--- src/rtl/hbd_pkg.sv ---
package hbd_pkg;

    typedef struct packed {
        logic hi;
        logic lo;
    } gate_pair_t;

    typedef enum logic [1:0] {
        LEG_A = 2'd0,
        LEG_B = 2'd1
    } leg_e;

    // Extra count for leg A in a given slot of the four-period group
    function automatic logic dither_hit(input logic [1:0] frac, input logic [1:0] slot);
        logic hit;
        case (frac)
            2'd1:    hit = (slot == 2'd0);
            2'd2:    hit = (slot[0] == 1'b0);
            2'd3:    hit = (slot != 2'd3);
            default: hit = 1'b0;
        endcase
        return hit;
    endfunction

    // Keep an on-time inside the period
    function automatic int clamp_span(input int value, input int full);
        int r;
        if (value < 0)
            r = 0;
        else if (value > full)
            r = full;
        else
            r = value;
        return r;
    endfunction

endpackage

--- src/rtl/hbd_timebase.sv ---
module hbd_timebase #(
    parameter int CNT_W = 16
) (
    input  logic             clk,
    input  logic             rst,
    output logic [CNT_W-1:0] cnt_q,
    output logic [1:0]       slot_q,
    output logic             seq_end,
    output logic             pstart_q
);
    localparam logic [CNT_W-1:0] CNT_LAST = {CNT_W{1'b1}};

    logic period_end;

    assign period_end = (cnt_q == CNT_LAST);
    assign seq_end    = period_end && (slot_q == 2'd3);

    always_ff @(posedge clk) begin
        if (rst) begin
            cnt_q    <= '0;
            slot_q   <= 2'd0;
            pstart_q <= 1'b0;
        end else begin
            cnt_q    <= cnt_q + 1'b1;
            pstart_q <= (cnt_q == '0);
            if (period_end)
                slot_q <= slot_q + 2'd1;
        end
    end
endmodule

--- src/rtl/hbd_cmd_stage.sv ---
module hbd_cmd_stage
    import hbd_pkg::*;
#(
    parameter int CNT_W = 16
) (
    input  logic             clk,
    input  logic             rst,
    input  logic             cmd_valid,
    input  logic [CNT_W+2:0] cmd_word,
    input  logic             seq_end,
    input  logic [1:0]       slot,
    output logic [CNT_W+2:0] act_cmd,
    output logic [CNT_W:0]   on_a,
    output logic [CNT_W:0]   on_b
);
    localparam int FULL = 2 ** CNT_W;
    localparam int HALF = FULL / 2;

    logic [CNT_W+2:0]        pend_q;
    logic                    pend_v;
    logic signed [CNT_W-1:0] coarse;
    logic                    offs;
    logic [1:0]              frac;
    logic                    dith;
    int                      sum_a;
    int                      sum_b;

    always_ff @(posedge clk) begin
        if (rst) begin
            pend_q  <= '0;
            pend_v  <= 1'b0;
            act_cmd <= '0;
        end else if (seq_end) begin
            if (cmd_valid)
                act_cmd <= cmd_word;
            else if (pend_v)
                act_cmd <= pend_q;
            pend_v <= 1'b0;
        end else if (cmd_valid) begin
            pend_q <= cmd_word;
            pend_v <= 1'b1;
        end
    end

    assign coarse = act_cmd[CNT_W+2:3];
    assign offs   = act_cmd[2];
    assign frac   = act_cmd[1:0];
    assign dith   = dither_hit(frac, slot);

    always_comb begin
        sum_a = HALF + int'(coarse) + int'(offs) + int'(dith);
        sum_b = HALF - int'(coarse);
        on_a  = (CNT_W+1)'(clamp_span(sum_a, FULL));
        on_b  = (CNT_W+1)'(clamp_span(sum_b, FULL));
    end
endmodule

--- src/rtl/hbd_leg_gate.sv ---
module hbd_leg_gate
    import hbd_pkg::*;
#(
    parameter int CNT_W = 16,
    parameter int DEAD  = 4
) (
    input  logic             clk,
    input  logic             rst,
    input  logic [CNT_W-1:0] cnt,
    input  logic [CNT_W:0]   on_time,
    output gate_pair_t       gate
);
    localparam int DW = (DEAD < 1) ? 1 : $clog2(DEAD + 1);
    localparam logic [DW-1:0] DEAD_LD = DW'(DEAD);

    logic          raw;
    logic          state_q;
    logic [DW-1:0] dcnt_q;
    logic          settled;

    assign raw     = ({1'b0, cnt} < on_time);
    assign settled = (dcnt_q == '0);

    always_ff @(posedge clk) begin
        if (rst) begin
            state_q <= 1'b0;
            dcnt_q  <= DEAD_LD;
        end else if (raw != state_q) begin
            state_q <= raw;
            dcnt_q  <= DEAD_LD;
        end else if (!settled) begin
            dcnt_q <= dcnt_q - 1'b1;
        end
    end

    assign gate.hi = state_q && settled;
    assign gate.lo = !state_q && settled;
endmodule

--- src/rtl/hbd_bridge_pwm.sv ---
module hbd_bridge_pwm
    import hbd_pkg::*;
#(
    parameter int CNT_W = 16,
    parameter int DEAD  = 4
) (
    input  logic             clk,
    input  logic             rst,
    input  logic             cmd_valid,
    input  logic [CNT_W+2:0] cmd_word,
    output logic             leg_a_hi,
    output logic             leg_a_lo,
    output logic             leg_b_hi,
    output logic             leg_b_lo,
    output logic             period_start
);
    localparam int NLEG = 2;

    logic [CNT_W-1:0] cnt_q;
    logic [1:0]       slot_q;
    logic             seq_end;
    logic [CNT_W+2:0] act_cmd;
    logic [CNT_W:0]   on_a;
    logic [CNT_W:0]   on_b;
    logic [CNT_W:0]   on_leg [NLEG];
    gate_pair_t       gates  [NLEG];

    hbd_timebase #(.CNT_W(CNT_W)) u_tb (
        .clk      (clk),
        .rst      (rst),
        .cnt_q    (cnt_q),
        .slot_q   (slot_q),
        .seq_end  (seq_end),
        .pstart_q (period_start)
    );

    hbd_cmd_stage #(.CNT_W(CNT_W)) u_cmd (
        .clk       (clk),
        .rst       (rst),
        .cmd_valid (cmd_valid),
        .cmd_word  (cmd_word),
        .seq_end   (seq_end),
        .slot      (slot_q),
        .act_cmd   (act_cmd),
        .on_a      (on_a),
        .on_b      (on_b)
    );

    assign on_leg[LEG_A] = on_a;
    assign on_leg[LEG_B] = on_b;

    for (genvar g = 0; g < NLEG; g++) begin : g_leg
        hbd_leg_gate #(.CNT_W(CNT_W), .DEAD(DEAD)) u_leg (
            .clk     (clk),
            .rst     (rst),
            .cnt     (cnt_q),
            .on_time (on_leg[g]),
            .gate    (gates[g])
        );
    end

    assign leg_a_hi = gates[LEG_A].hi;
    assign leg_a_lo = gates[LEG_A].lo;
    assign leg_b_hi = gates[LEG_B].hi;
    assign leg_b_lo = gates[LEG_B].lo;
endmodule

--- config.mk ---
export PLATFORM = sky130hd
export DESIGN_NAME = hbd_bridge_pwm
export DESIGN_NICKNAME = d
export VERILOG_FILES = /design/src/rtl/hbd_pkg.sv /design/src/rtl/hbd_timebase.sv /design/src/rtl/hbd_cmd_stage.sv /design/src/rtl/hbd_leg_gate.sv /design/src/rtl/hbd_bridge_pwm.sv
export SDC_FILE = /design/constraint.sdc
export NUM_CORES = 1
export LEC_CHECK = 0
export ABC_AREA = 1
export BUFFER_PORTS_ARGS = -buffer_cell sky130_fd_sc_hd__buf_2
export CAP_MARGIN = 20
export CORE_ASPECT_RATIO = 1.25
export CORE_UTILIZATION = 35
export CTS_CLUSTER_DIAMETER = 40
export DETAILED_ROUTE_END_ITERATION = 6
export GPL_TIMING_DRIVEN = 0
export PLACE_DENSITY_LB_ADDON = 0.08
export SLEW_MARGIN = 20
export SYNTH_ARGS = -nofsm -noshare
export SYNTH_HDL_FRONTEND = slang
export SYNTH_SLANG_ARGS = --single-unit
--- constraint.sdc ---
create_clock -name clk -period 3.6 [get_ports clk]
set_input_delay 0.72 -clock clk [delete_from_list [all_inputs] [get_ports clk]]
set_output_delay 0.72 -clock clk [all_outputs]
set_load 0.05 [all_outputs]
== Yosys cells after proc, flatten, opt, wreduce, memory -nomap -nowiden ==
Cells that the tools add are included.

* Add/sub/neg operators: 8
* Order comparisons: 6
* Equal/unequal tests: 8
* Mux-type cells: 7
* Bitwise gates (word level): 2
* Reductions and logical operators: 17

{| class="wikitable"
|+ Operators by type and width
! cell !! number
|-
| 17-bit 2-to-1 mux || 4
|-
| 32-bit by 2-bit adder with 32-bit output || 2
|-
| 19-bit 2-to-1 mux || 2
|-
| 16-bit by 17-bit < comparator with 1-bit output || 2
|-
| 32-bit by 18-bit > comparator with 1-bit output (second input constant) || 1
|-
| 32-bit by 1-bit < comparator with 1-bit output (second input constant) || 1
|-
| 17-bit by 16-bit adder with 18-bit output (first input constant) || 1
|-
| 18-bit > comparator (second input constant) || 1
|-
| 18-bit by 1-bit < comparator with 1-bit output (second input constant) || 1
|-
| 17-bit by 16-bit subtractor with 18-bit output (first input constant) || 1
|-
| 16-bit by 1-bit adder with 16-bit output (second input constant) || 1
|-
| 16-bit == test (second input constant) || 1
|-
| 16-bit logical NOT || 1
|-
| 2-bit == test (second input constant) || 3
|-
| 3-bit logical NOT || 2
|-
| 2-bit OR reduction || 3
|-
| 3-bit by 1-bit subtractor with 3-bit output (second input constant) || 2
|-
| 1-bit logical AND || 5
|-
| 2-bit AND reduction || 2
|-
| 1-bit one-hot mux with 3 select lines || 1
|-
| 2-bit by 1-bit adder with 2-bit output (second input constant) || 1
|-
| 2-bit by 1-bit == test with 1-bit output (second input constant) || 1
|-
| 1-bit logical NOT || 2
|-
| 2-bit logical NOT || 1
|-
| other kinds (4) || 6
|}

* Register bits after elaboration: 66
* Output and inout bits: 5
* Logic and storage cells: 58

== Longest topological paths before layout ==
* Word-level depth: 9
* Gate-level depth with buffers: 25
* Mapped depth without buffers: 25

== Modules after synthesis ==
Synthesis repeated with hierarchy kept, for this count alone.

* Cell total of the unflattened synthesis: 806
* Area, all modules: 5,067.4 µm²

{| class="wikitable"
|+ By module, submodules not included
! module !! instances !! cells each !! area each (µm²)
|-
| hbd_cmd_stage || 1 || 438 || 2,720.1
|-
| hbd_leg_gate || 2 || 109 || 686.9
|-
| hbd_timebase || 1 || 150 || 973.4
|}

== Worst setup path after synthesis ==
OpenSTA, ideal clock, no wires.

* Path kind: register -> register
* From: reg u_cmd.act_cmd[4]
* To: reg g_leg[1].u_leg.dcnt_q[1]
* Setup time: 0.117 ns
* Data arrival time: 2.964 ns
* Data required time: 3.483 ns
* Setup slack: 0.519 ns
* Stages on the path, launching flop included: 21
* Buffers on the path: 0
* Clock period less this slack: 3.081 ns
* Cell sequence: dfxtp_1 inv_1 ha_1 nand3_2 nor3_2 and2_1 xor2_1 nand3_1 nor3_1 nand3_1 nand2_1 nand2_1 ha_1 nand2_1 a2111o_1 nand2_1 o21ai_0 nand2_1 nand3_1 nand3_1 nor2_1

* Longest elaborated chain between the ends: 7
* Elaborated cells between the ends (all ways): 8
* Classes of those cells: 1 x add/sub; 3 x order compare; 1 x eq/ne; 2 x mux; 1 x reduce/logical

{| class="wikitable"
|+ Ends and longest elaborated chain
! what !! line !! RTL
|-
| start, declared || hbd_cmd_stage.sv:12 || <nowiki>output logic [CNT_W+2:0] act_cmd,</nowiki>
|-
| start signal, assigned || hbd_cmd_stage.sv:35 || <nowiki>act_cmd <= cmd_word;</nowiki>
|-
| start signal, assigned || hbd_cmd_stage.sv:37 || <nowiki>act_cmd <= pend_q;</nowiki>
|-
| 17-bit by 16-bit subtractor with 18-bit output (*) || hbd_cmd_stage.sv:52 || <nowiki>sum_b = HALF - int'(coarse);</nowiki>
|-
| 18-bit > comparator || hbd_pkg.sv:30 || <nowiki>else if (value > full)</nowiki>
|-
| 17-bit 2-to-1 mux || hbd_pkg.sv:30 ||
|-
| 17-bit 2-to-1 mux (*) || hbd_pkg.sv:28 || <nowiki>if (value < 0)</nowiki>
|-
| 16-bit by 17-bit < comparator with 1-bit output (*) || hbd_leg_gate.sv:21 || <nowiki>assign raw = ({1'b0, cnt} < on_time);</nowiki>
|-
| 1-bit inequality test (*) || hbd_leg_gate.sv:28 || <nowiki>end else if (raw != state_q) begin</nowiki>
|-
| 2-bit OR reduction (no line) (*) || -- ||
|-
| end signal, assigned || hbd_leg_gate.sv:32 || <nowiki>dcnt_q <= dcnt_q - 1'b1;</nowiki>
|-
| end, declared || hbd_leg_gate.sv:18 || <nowiki>logic [DW-1:0] dcnt_q;</nowiki>
|}

Mark *: on every way between the ends. The rest lies on a longest branch, timed or not.
A chain may end at the register's enable or synchronous reset.

== Final worst setup path ==
Same ends and word-level chain as after synthesis.

==> results.json <==
{
  "status": "finished, final reports clean",
  "insertion_delay_ns": 0.34,
  "dpl.cell_count": 835,
  "synthFlopType": "dfxtp_1",
  "h-tree-depth": 3,
  "period_share": 0.9508,
  "whs_ns": 0.4592,
  "cp_data_arrival_time_ns": 3.66,
  "crit_type": "flop to flop",
  "synth.area.mux_share": 0,
  "finalHoldViolCount": 0,
  "critical_path.cell_chain": "inv_4 -> ha_4 -> nand3_4 -> nor3_4 -> and2_4 -> buf_4 -> xor2_4 -> nand3_2 -> nor3_2 -> nand3_2 -> nand2_4 -> nand2_1 -> ha_1 -> nand4_1 -> a2111o_1 -> nand2_1 -> o21ai_2 -> nand2_2 -> nand3_1 -> nand3_2 -> nor2_1",
  "syn_avg_cell_area_um2": 7.094,
  "required_ns": 3.83,
  "synth_edf_count": 0,
  "setup_viol": 0,
  "critical_path.startpoint_type": "flop",
  "grt_pass1_wl_um": 19070,
  "cp_common_cell": "nand3_2",
  "ys_async_sr_fraction": 0,
  "synth_top_family_by_area": "simple AND/OR/NAND/NOR gates",
  "fin_cells": 863,
  "cp_slowest_cell": "a2111o_1",
  "first_pass_iters": 4,
  "drv_slew": 0,
  "fin_tns_setup_ns": 0,
  "ctsHoldBuffers": 0,
  "portBuffers": 25,
  "cap_violations": 0,
  "grt_max_degree": 11,
  "synth_compound_area_frac": 0.1739,
  "yosysSeqAreaShare": 0.2901,
  "cts_tree": "done",
  "regArea_um2": 1326,
  "wire_per_inst_um": 13.89,
  "num_rows": 46,
  "ios": 27,
  "ant_nets": 0,
  "hpwl_um": 9360,
  "synth-simple-area-share": 0.2857,
  "worstSetupEndpointType": "flop",
  "synth_warnings": 0,
  "coreArea_um2": 12660,
  "synth_nets": 704,
  "cts_buffers": 9,
  "cts.clk_slew.worst_paths_ns": 0.06,
  "min-delay-path-class": "flop to flop",
  "track_usage": 0.1825,
  "drt_iter0_markers": 166,
  "nFillCells": 1341,
  "routed-via-count": 4149,
  "layout-drive-gt1-share": 0.1986,
  "synth_top_area_frac": 0.2901,
  "final_util": 0.4297,
  "multi_input_area_um2": 2953,
  "diodes": 0,
  "cts_buffer_depth": 2,
  "timing.final.crit_period_ns": 3.423,
  "synth_top_area_cell": "dfxtp_1",
  "syn_inst": 642,
  "areaGrowthSynthToFinish_pct": 19.48,
  "synth-adder-area-share": 0.1115,
  "yosys.cell_count.top_type": "nand2_1",
  "drc_errors": 0,
  "ys_seq_elements": 66,
  "die_w_um": 104.0,
  "slew_headroom": 0.4398,
  "grt_pass1_vias": 3909,
  "worst_pin_slew_ns": 0.8403,
  "worstHoldStart": "u_cmd.pend_q[3]",
  "synth_area_leaders": "dfxtp_1 (29%), ha_1 (11%), nand2_1 (9.3%)",
  "r2r_start": "u_cmd.act_cmd[4]",
  "antenna_found_initial": 0,
  "synth.top_cells.by_count": "nand2_1 (113), nor2_1 (103), inv_1 (84)",
  "fin_worst_skew_ns": 0.008252,
  "clock-sinks": 66,
  "max_stage_delay_ns": 0.42,
  "gp_congestion": 0.8335,
  "power_density_nw_per_um2": 317.5,
  "worstSetupStartpoint": "u_cmd.act_cmd[4]",
  "synthXorXnorAreaFrac": 0.03654,
  "cellLeakagePower_nw": 2.391,
  "clockRootBuffer": "clkbuf_16",
  "detail_route.vias_per_cell": 4.808,
  "crit_fanout": 8,
  "initial_core_util": 0.3597,
  "max_freq_mhz": 292.1,
  "peakVddDrop_mv": 0.1527,
  "num-nets-final": 753,
  "overflow": 0,
  "routed_wl_um": 11990,
  "netlist_area_um2": 4554,
  "design.die.area_um2": 13480,
  "synth_cell_type_count": 39,
  "die_h_um": 129.5
}
-- repair_timing --
action                     4_1_cts  5_1_grt
pin swaps                        1       18
setup endpoints to repair        7        7
cloned                           0        0
setup buffers                    1       12
resized for setup               10       38
-- worst paths after layout --
kind	to	slack, ns	cells past startpoint
worst max register to register	g_leg[1].u_leg.dcnt_q[1]	0.18	21
worst min-delay path	u_cmd.pend_q[3]	0.46	2
worst min register to register	u_cmd.pend_q[3]	0.46	2
worst max-delay path	g_leg[1].u_leg.dcnt_q[1]	0.18	21
-- stage by stage --
step / total power (W) / setup slack [ns] / area (um^2)
after floorplan: 0.0009059 / 0.5193 / 4554
after global placement: 0.0009507 / -0.2474 / 4890
after detailed placement: 0.0009571 / -0.2695 / 4890
after CTS: 0.001742 / 0.002220 / 5192
after global routing: 0.001796 / -0.1002 / 5441
final: 0.001728 / 0.1770 / 5441
-- metal layers --
| metal | vias up | GRT usage | wire [um] |
|---|---|---|---|
| li1 | 2211 | - | - |
| met1 | 1878 | 0.1998 | 5301 |
| met2 | 46 | 0.3502 | 6185 |
| met3 | 14 | 0.03068 | 261 |
| met4 | 0 | 0.07227 | 241 |
| met5 | - | 0 | 0 |
-- where the power goes --
group	switching, W	internal, W
Clock	0.000324	0.000460
Combinational	0.000110	0.0000636
Sequential	0.0000128	0.000757
-- layout make-up --
| type | instances | share of cell area |
|---|---|---|
| Clock inverter | 3 | 0.003219 |
| Clock buffer | 12 | 0.04346 |
| Buffer | 22 | 0.02460 |
| Tap cell | 168 | 0.03863 |
| Multi-Input combinational cell | 466 | 0.5427 |
| Sequential cell | 66 | 0.2437 |
| Inverter | 88 | 0.06139 |
| Timing Repair Buffer | 38 | 0.04231 |
-- cell families (layout without fill, tap and decap cells) --
| logic type | after synthesis | count (layout) |
|---|---|---|
| and+or+nand+nor | 292 | 292 |
| xor gates and xnor gates | 19 | 19 |
| DFF | 66 | 66 |
| buffers and inverters | 110 | 163 |
| adders and majority gates | 40 | 40 |
| AOI/OAI and AO/OA | 115 | 115 |
-- state kept, by name, indices dropped and copies added, names as in the netlist --
name,cells
u_cmd.act_cmd,19
u_cmd.pend_v,1
g_leg.u_leg.state_q,2
u_tb.pstart_q,1
g_leg.u_leg.dcnt_q,6
u_tb.slot_q,2
u_tb.cnt_q,16
u_cmd.pend_q,19
-- layout by cell type, fill, tap and decap left out, drive strengths merged, types with 5 or more instances in the layout --
cell type / n
a211oi: 38
a21oi: 30
buf: 50
clkbuf: 22
dfxtp: 66
ha: 39
inv: 86
nand2: 120
nand3: 27
nand4: 18
nor2: 109
nor3: 8
nor4: 5
o21ai: 43
xor2: 17
-- worst max-delay path: cells and delay by family (launching register included) --
| kind | cells | cell delay [ns] |
|---|---|---|
| AND/OR/NAND/NOR | 14 | 1.67 |
| AO/OA/AOI/OAI | 2 | 0.50 |
| adder cells (fa/ha/maj) | 2 | 0.43 |
| flip-flops | 1 | 0.37 |
| buffers and inverters | 2 | 0.21 |
| XOR/XNOR | 1 | 0.17 |
Note: power is estimated with default switching activity, not from simulation.
